### src/rtl/agu_pkg.sv
package agu_pkg;
  localparam int ADDR_W = 64;
  localparam int OFF_W  = 32;
  localparam int SEL_W  = 3;
  localparam int SCL_W  = 3;
  localparam int MAX_SHIFT = 4;
  localparam int N_SPECIAL = 6;

  typedef enum logic [1:0] {
    KIND_LOAD  = 2'd0,
    KIND_STORE = 2'd1,
    KIND_ADDR  = 2'd2,
    KIND_RSVD  = 2'd3
  } op_kind_e;

  typedef enum logic [SEL_W-1:0] {
    SEL_PTR   = 3'd0,
    SEL_CODE  = 3'd1,
    SEL_CPOOL = 3'd2,
    SEL_DATA  = 3'd3,
    SEL_FRAME = 3'd4,
    SEL_ARGS  = 3'd5,
    SEL_TLS   = 3'd6,
    SEL_RSVD  = 3'd7
  } base_sel_e;

  typedef struct packed {
    logic [1:0]        kind;
    logic [ADDR_W-1:0] addr;
    logic              nar;
  } agu_res_t;
endpackage

### src/rtl/agu_base_bank.sv
module agu_base_bank
  import agu_pkg::*;
#(
  parameter int AW    = ADDR_W,
  parameter int SW    = SEL_W,
  parameter int NSLOT = N_SPECIAL
) (
  input  logic          clk,
  input  logic          rst_n,
  input  logic          we,
  input  logic [SW-1:0] waddr,
  input  logic [AW-1:0] wdata,
  input  logic          wnar,
  input  logic [SW-1:0] sel_a,
  output logic [AW-1:0] val_a,
  output logic          nar_a,
  input  logic [SW-1:0] sel_b,
  output logic [AW-1:0] val_b,
  output logic          nar_b
);
  logic [AW-1:0] slot_val [NSLOT];
  logic          slot_nar [NSLOT];

  // Codes 1..NSLOT map to slots 0..NSLOT-1; everything else is unbacked.
  function automatic logic code_ok(input logic [SW-1:0] c);
    return (c >= SW'(1)) && (c <= SW'(NSLOT));
  endfunction

  for (genvar g = 0; g < NSLOT; g++) begin : g_slot
    logic hit;
    assign hit = we && code_ok(waddr) && (waddr == SW'(g + 1));
    always_ff @(posedge clk or negedge rst_n) begin
      if (!rst_n) begin
        slot_val[g] <= '0;
        slot_nar[g] <= 1'b1;
      end else if (hit) begin
        slot_val[g] <= wdata;
        slot_nar[g] <= wnar;
      end
    end
  end

  always_comb begin
    val_a = '0;
    nar_a = 1'b1;
    if (code_ok(sel_a)) begin
      val_a = slot_val[SW'(sel_a - SW'(1))];
      nar_a = slot_nar[SW'(sel_a - SW'(1))];
    end
  end

  always_comb begin
    val_b = '0;
    nar_b = 1'b1;
    if (code_ok(sel_b)) begin
      val_b = slot_val[SW'(sel_b - SW'(1))];
      nar_b = slot_nar[SW'(sel_b - SW'(1))];
    end
  end

  // a write to a backed code is visible in the next cycle
  assert_write_lands_R8: assert property (@(posedge clk) disable iff (!rst_n)
    (we && code_ok(waddr)) |=>
      (slot_val[SW'($past(waddr) - SW'(1))] == $past(wdata)) &&
      (slot_nar[SW'($past(waddr) - SW'(1))] == $past(wnar)));

  // with no write the bank contents hold
  assert_bank_hold_R8: assert property (@(posedge clk) disable iff (!rst_n)
    !we |=> ($stable(slot_val[0]) && $stable(slot_nar[0]) &&
             $stable(slot_val[NSLOT-1]) && $stable(slot_nar[NSLOT-1])));
endmodule

### src/rtl/agu_adder3.sv
module agu_adder3
  import agu_pkg::*;
#(
  parameter int AW   = ADDR_W,
  parameter int OW   = OFF_W,
  parameter int CW   = SCL_W,
  parameter int MAXS = MAX_SHIFT
) (
  input  logic [AW-1:0] base,
  input  logic [OW-1:0] offset,
  input  logic          idx_en,
  input  logic [AW-1:0] idx,
  input  logic [CW-1:0] scale,
  output logic [AW-1:0] sum
);
  logic [CW-1:0] shamt;
  logic [AW-1:0] idx_term;
  logic [AW-1:0] off_term;

  always_comb begin
    shamt    = (scale > CW'(MAXS)) ? CW'(MAXS) : scale;
    idx_term = idx_en ? (idx << shamt) : '0;
    off_term = {{(AW-OW){offset[OW-1]}}, offset};
    sum      = base + off_term + idx_term;
  end

  // the shift never exceeds the supported maximum
  always_comb begin
    assert_shift_cap_R3: assert (shamt <= CW'(MAXS));
  end
endmodule

### src/rtl/agu_top.sv
module agu_top
  import agu_pkg::*;
(
  input  logic               clk,
  input  logic               rst_n,
  input  logic               req_valid,
  output logic               req_ready,
  input  logic [1:0]         req_kind,
  input  logic [SEL_W-1:0]   req_base_sel,
  input  logic [ADDR_W-1:0]  req_ptr,
  input  logic               req_ptr_nar,
  input  logic [OFF_W-1:0]   req_offset,
  input  logic               req_idx_en,
  input  logic [ADDR_W-1:0]  req_idx,
  input  logic               req_idx_nar,
  input  logic [SCL_W-1:0]   req_scale,
  output logic               res_valid,
  input  logic               res_ready,
  output logic [1:0]         res_kind,
  output logic [ADDR_W-1:0]  res_addr,
  output logic               res_nar,
  output logic               res_mem_valid,
  input  logic               bank_we,
  input  logic [SEL_W-1:0]   bank_waddr,
  input  logic [ADDR_W-1:0]  bank_wdata,
  input  logic               bank_wnar,
  input  logic [SEL_W-1:0]   bank_raddr,
  output logic [ADDR_W-1:0]  bank_rdata,
  output logic               bank_rnar
);
  // Reset: asserted asynchronously, released through two flops.
  logic rst_meta, rst_sn;
  always_ff @(posedge clk or negedge rst_n) begin
    if (!rst_n) begin
      rst_meta <= 1'b0;
      rst_sn   <= 1'b0;
    end else begin
      rst_meta <= 1'b1;
      rst_sn   <= rst_meta;
    end
  end

  logic [ADDR_W-1:0] spec_val;
  logic              spec_nar;

  agu_base_bank #(.AW(ADDR_W), .SW(SEL_W), .NSLOT(N_SPECIAL)) u_bank (
    .clk   (clk),
    .rst_n (rst_sn),
    .we    (bank_we),
    .waddr (bank_waddr),
    .wdata (bank_wdata),
    .wnar  (bank_wnar),
    .sel_a (req_base_sel),
    .val_a (spec_val),
    .nar_a (spec_nar),
    .sel_b (bank_raddr),
    .val_b (bank_rdata),
    .nar_b (bank_rnar)
  );

  logic [ADDR_W-1:0] base_val;
  logic              base_nar;
  logic [ADDR_W-1:0] ea;

  always_comb begin
    if (req_base_sel == SEL_PTR) begin
      base_val = req_ptr;
      base_nar = req_ptr_nar;
    end else begin
      base_val = spec_val;
      base_nar = spec_nar;
    end
  end

  agu_adder3 #(.AW(ADDR_W), .OW(OFF_W), .CW(SCL_W), .MAXS(MAX_SHIFT)) u_add (
    .base   (base_val),
    .offset (req_offset),
    .idx_en (req_idx_en),
    .idx    (req_idx),
    .scale  (req_scale),
    .sum    (ea)
  );

  // Next-state logic
  logic     accept;
  logic     valid_d;
  logic     res_en;
  agu_res_t res_d, res_q;

  always_comb begin
    req_ready  = !res_valid || res_ready;
    accept     = req_valid && req_ready;
    res_en     = accept;
    res_d.kind = req_kind;
    res_d.addr = ea;
    res_d.nar  = base_nar || (req_idx_en && req_idx_nar);
    if (accept)         valid_d = 1'b1;
    else if (res_ready) valid_d = 1'b0;
    else                valid_d = res_valid;
  end

  // Registers
  always_ff @(posedge clk or negedge rst_sn) begin
    if (!rst_sn) res_valid <= 1'b0;
    else         res_valid <= valid_d;
  end

  always_ff @(posedge clk or negedge rst_sn) begin
    if (!rst_sn)     res_q <= '0;
    else if (res_en) res_q <= res_d;
  end

  assign res_kind      = res_q.kind;
  assign res_addr      = res_q.addr;
  assign res_nar       = res_q.nar;
  assign res_mem_valid = res_valid && !res_q.nar &&
                         (res_q.kind == KIND_LOAD || res_q.kind == KIND_STORE);

  // an accepted request is presented in the next cycle
  assert_accept_next_R7: assert property (@(posedge clk) disable iff (!rst_sn)
    (req_valid && req_ready) |=> res_valid);

  // a stalled result holds
  assert_stall_hold_R7: assert property (@(posedge clk) disable iff (!rst_sn)
    (res_valid && !res_ready) |=>
      (res_valid && $stable(res_addr) && $stable(res_nar) && $stable(res_kind)));

  // a NaR pointer base poisons the result
  assert_ptr_nar_R5: assert property (@(posedge clk) disable iff (!rst_sn)
    (req_valid && req_ready && req_base_sel == SEL_PTR && req_ptr_nar) |=>
      (res_nar && !res_mem_valid));

  // the operation kind passes through
  assert_kind_pass_R6: assert property (@(posedge clk) disable iff (!rst_sn)
    (req_valid && req_ready) |=> (res_kind == $past(req_kind)));

  // a disabled index cannot poison a valid pointer base
  assert_idx_off_R2: assert property (@(posedge clk) disable iff (!rst_sn)
    (req_valid && req_ready && req_base_sel == SEL_PTR && !req_ptr_nar && !req_idx_en) |=>
      !res_nar);
endmodule

### config.mk
export PLATFORM = sky130hd
export DESIGN_NAME = agu_top
export DESIGN_NICKNAME = d
export VERILOG_FILES = /design/src/rtl/agu_pkg.sv /design/src/rtl/agu_base_bank.sv /design/src/rtl/agu_adder3.sv /design/src/rtl/agu_top.sv
export SDC_FILE = /design/constraint.sdc
export NUM_CORES = 1
export LEC_CHECK = 0
export CAP_MARGIN = 5
export CORE_ASPECT_RATIO = 1.4
export CORE_MARGIN = 2
export CORE_UTILIZATION = 50
export CTS_CLUSTER_SIZE = 24
export DETAILED_ROUTE_END_ITERATION = 8
export PLACE_DENSITY_LB_ADDON = 0.25
export SYNTH_ARGS = -nofsm -noshare
export SYNTH_HDL_FRONTEND = slang
export SYNTH_SLANG_ARGS = --single-unit
### constraint.sdc
create_clock -name clk -period 13.73 [get_ports clk]
set_input_delay 2.746 -clock clk [delete_from_list [all_inputs] [get_ports clk]]
set_output_delay 2.746 -clock clk [all_outputs]
set_load 0.03 [all_outputs]
==> summary.md <==
| Metric | Value |
|---|---|
| Clock sinks | 460 |
| WS Path Type | in -> out |
| Post-route minimum period | 9640 ps |
| Boundary Pins | 382 |
| Power density over the cells | 156 nW/um^2 |
| Area leader, netlist | dfrtp_1 |
| First-pass GRT wire length | 157 mm |
| Crit-path cells | clkbuf_8 > inv_1 > ha_4 > buf_4 > a21oi_1 > nor2_1 > clkdlybuf4s50_1 |
| Final worst path period share | 70.2% |
| Chip Height | 303 um |
| Count of cell types in the netlist | 85 |
| CTS clock-pin slew for the worst setup and hold paths | 70 ps |
| Root Driver | clkbuf_16 |
| Max Clock Freq | 0.104 GHz |
| DRC Markers | 0 |
| DP HPWL | 71.3 mm |
| Seq cells post-synth | 460 |
| Main flop type after synthesis | dfrtp_1 |
| Number of fillers in the final layout | 5261 |
| Worst IR Drop VDD | 0.000115 V |
| WP data arrival | 6890 ps |
| Clock Tree Buf Depth | 3 |
| Slew margin rel. | 24.3% |
| Post-synth design cell area | 31800 um^2 |
| Drt pass-1 iters | 6 |
| End-of-flow core utilization | 60.2% |
| CTS tree | yes |
| Buf+Inv Stages, Crit Path | 4 |
| Slew Viols, Final | 0 |
| Post-CTS sizing | 0 |
| DR iter-0 viols | 2181 |
| Synthesis-to-layout area growth | 19.3% |
| Share of cells above drive strength 1 | 22.6% |
| Leak | 0.0165 uW |
| RSZ-0062 raised after global routing | false |
| Final Hold Viols | 0 |
| Final nets | 3637 |
| Core area | 63100 um^2 |
| Die span in x | 217 um |
| Crit path max fanout | 82 |
| Latest clock arrival within the worst-skew pair | 620 ps |
| Status | finished clean |
| Max incr delay on CP | 830 ps |
| GR Overflow Total | 0 |
| Hold path cells | 0 |
| Critical Path Start Type | primary input |
| Layout Skew | 22.2 ps |
| RD Place Congestion | 0.903 |
| Worst EP required | 10980 ps |
| CP Capture Type | output pin |
| Cell count after synthesis | 2999 |
| Number of synthesized flops with an enable pin | 0 |
| Vias | 25400 |
| Cells on worst reg2reg path | 15 |
| Worst slew pin tran | 1130 ps |
| Post-route ant nets | 0 |
| Syn_nets | 3379 |
| Post-CTS Setup Bufs | 0 |
| # H-tree levels | 2 |
| Die area | 65800 um^2 |
| Tot GR Track Use | 31.1% |
| Largest net degree at the start of global routing | 163 |
| Starting density of the core | 50.4% |
| Async SR Flop Fraction | 100% |
| Number of max-cap violations | 0 |
| Vias in the first global route | 26400 |
| Port Buffers | 381 |
| Area contributors post-synth | dfrtp_1 36%, mux2_2 15%, mux4_2 9.5%, mux2i_1 6.8%, fa_1 4.0% |
| CTS Buf Count | 49 |
| Rows | 109 |
| Hold_buf cts | 0 |
| Via density | 6.14 |
| Antenna violations before repair | 19 |
| Fraction of the yosys area taken by sequential cells | 36.2% |
| Setup TNS | 0 ps |
| Critical path depth | 7 |
| Synth Warn # | 0 |
| Share of the synthesized area in the top cell type | 35.7% |
| Hold Path Class | reg -> reg |
| Family with the most delay on the worst path | buffers and inverters |
| Drt wl/cell | 24.8 um |
| Avg Inst Size Synth | 10.6 um^2 |
| Setup violators final | 0 |
| Wirelength, routed | 103 mm |
| Slowest-stage cell, CP | ha_4 |
## placed cells by master (no fill, tap or decap), types with 30 or more instances in the layout
cell type	count
mux2i_1	216
ha_1	67
clkdlybuf4s50_1	376
mux2_2	436
nor3_1	72
a21oi_1	207
dfrtp_1	453
a22oi_1	65
clkbuf_16	49
fa_1	64
mux4_2	134
o21ai_0	101
xnor2_1	30
buf_4	35
nor2_1	245
nand2_1	249
inv_1	159
## sequential cells by signal (all words and copies together) (netlist names)
| name | count |
|---|---|
| rst_sn | 1 |
| u_bank.slot_val | 384 |
| res_valid | 1 |
| res_kind | 2 |
| res_addr | 64 |
| res_nar | 1 |
| rst_meta | 1 |
| u_bank.slot_nar | 6 |
## Yosys cell counts (15+ instances only)
master / count
xor2_1: 22
nand4_1: 15
mux2_2: 436
buf_1: 26
ha_1: 69
a21oi_1: 207
a22oi_1: 65
nor3_1: 73
o21ai_0: 102
mux4_2: 134
a21o_1: 18
clkbuf_1: 150
mux2i_1: 216
buf_2: 29
xnor2_1: 31
inv_1: 160
nand3_1: 21
dfrtp_1: 454
nand2_1: 250
nor2_1: 245
fa_1: 64
## where the power goes
group | internal, uW | switching [uW] | total, uW
registers | 1710 | 260 | 1970
logic | 1130 | 1410 | 2540
clock network | 811 | 595 | 1410
## layout make-up
| cell class | instances | area [um^2] | share of cell area (%) |
|---|---|---|---|
| antenna | 16 | 40.0 | 0.105 |
| multi-input combinational | 2169 | 19000 | 50.0 |
| inverter | 160 | 601 | 1.58 |
| sequential | 460 | 11500 | 30.3 |
| clock buffer | 71 | 1440 | 3.79 |
| clock inverter | 20 | 258 | 0.679 |
| tap | 832 | 1040 | 2.74 |
| timing repair buffer | 417 | 4090 | 10.8 |
## cells by family (layout without fill, tap and decap cells)
group	Yosys count	in the layout	share of synthesized area [%]
AOI/OAI and AO/OA	518	518	10.1
xor gates and xnor gates	53	53	1.46
adders and majority gates	133	133	6.73
buffers and inverters	370	668	4.56
DFF	460	460	36.2
muxes	786	786	31.7
other	1	17	0.0118
and+or+nand+nor	678	678	9.28
## path summary, 6_finish.rpt
check                                     startpoint             endpoint  slack, ps
worst max register to register  u_bank.slot_val[129]         res_addr[51]       8560
max in group asynchronous                     rst_sn         res_addr[13]      10780
min in group asynchronous                     rst_sn  u_bank.slot_val[63]        480
worst min-delay path                        rst_meta               rst_sn        360
worst min register to register              rst_meta               rst_sn        360
worst max-delay path                   bank_raddr[0]        bank_rdata[3]       4090
## layer usage
layer	vias up	routed length [um]	track usage, %
li1	11300	-	-
met1	13000	41800	40.3
met2	950	50200	51.9
met3	200	6580	5.12
met4	10	3960	13.1
met5	-	67	0
## through the flow
stage	worst slack (ps)	area [um^2]	std cells	hold slack, ps	total power, uW
after detailed placement	4130	36200	4038	342	4510
after floorplan	5160	31800	2999	331	3610
after global placement	4190	36200	4038	337	4440
final	4090	38000	4145	358	5920
after CTS	4140	37900	4129	358	5930
after global routing	3950	38000	4143	371	6220
Note: power is estimated with default switching activity, not from simulation.
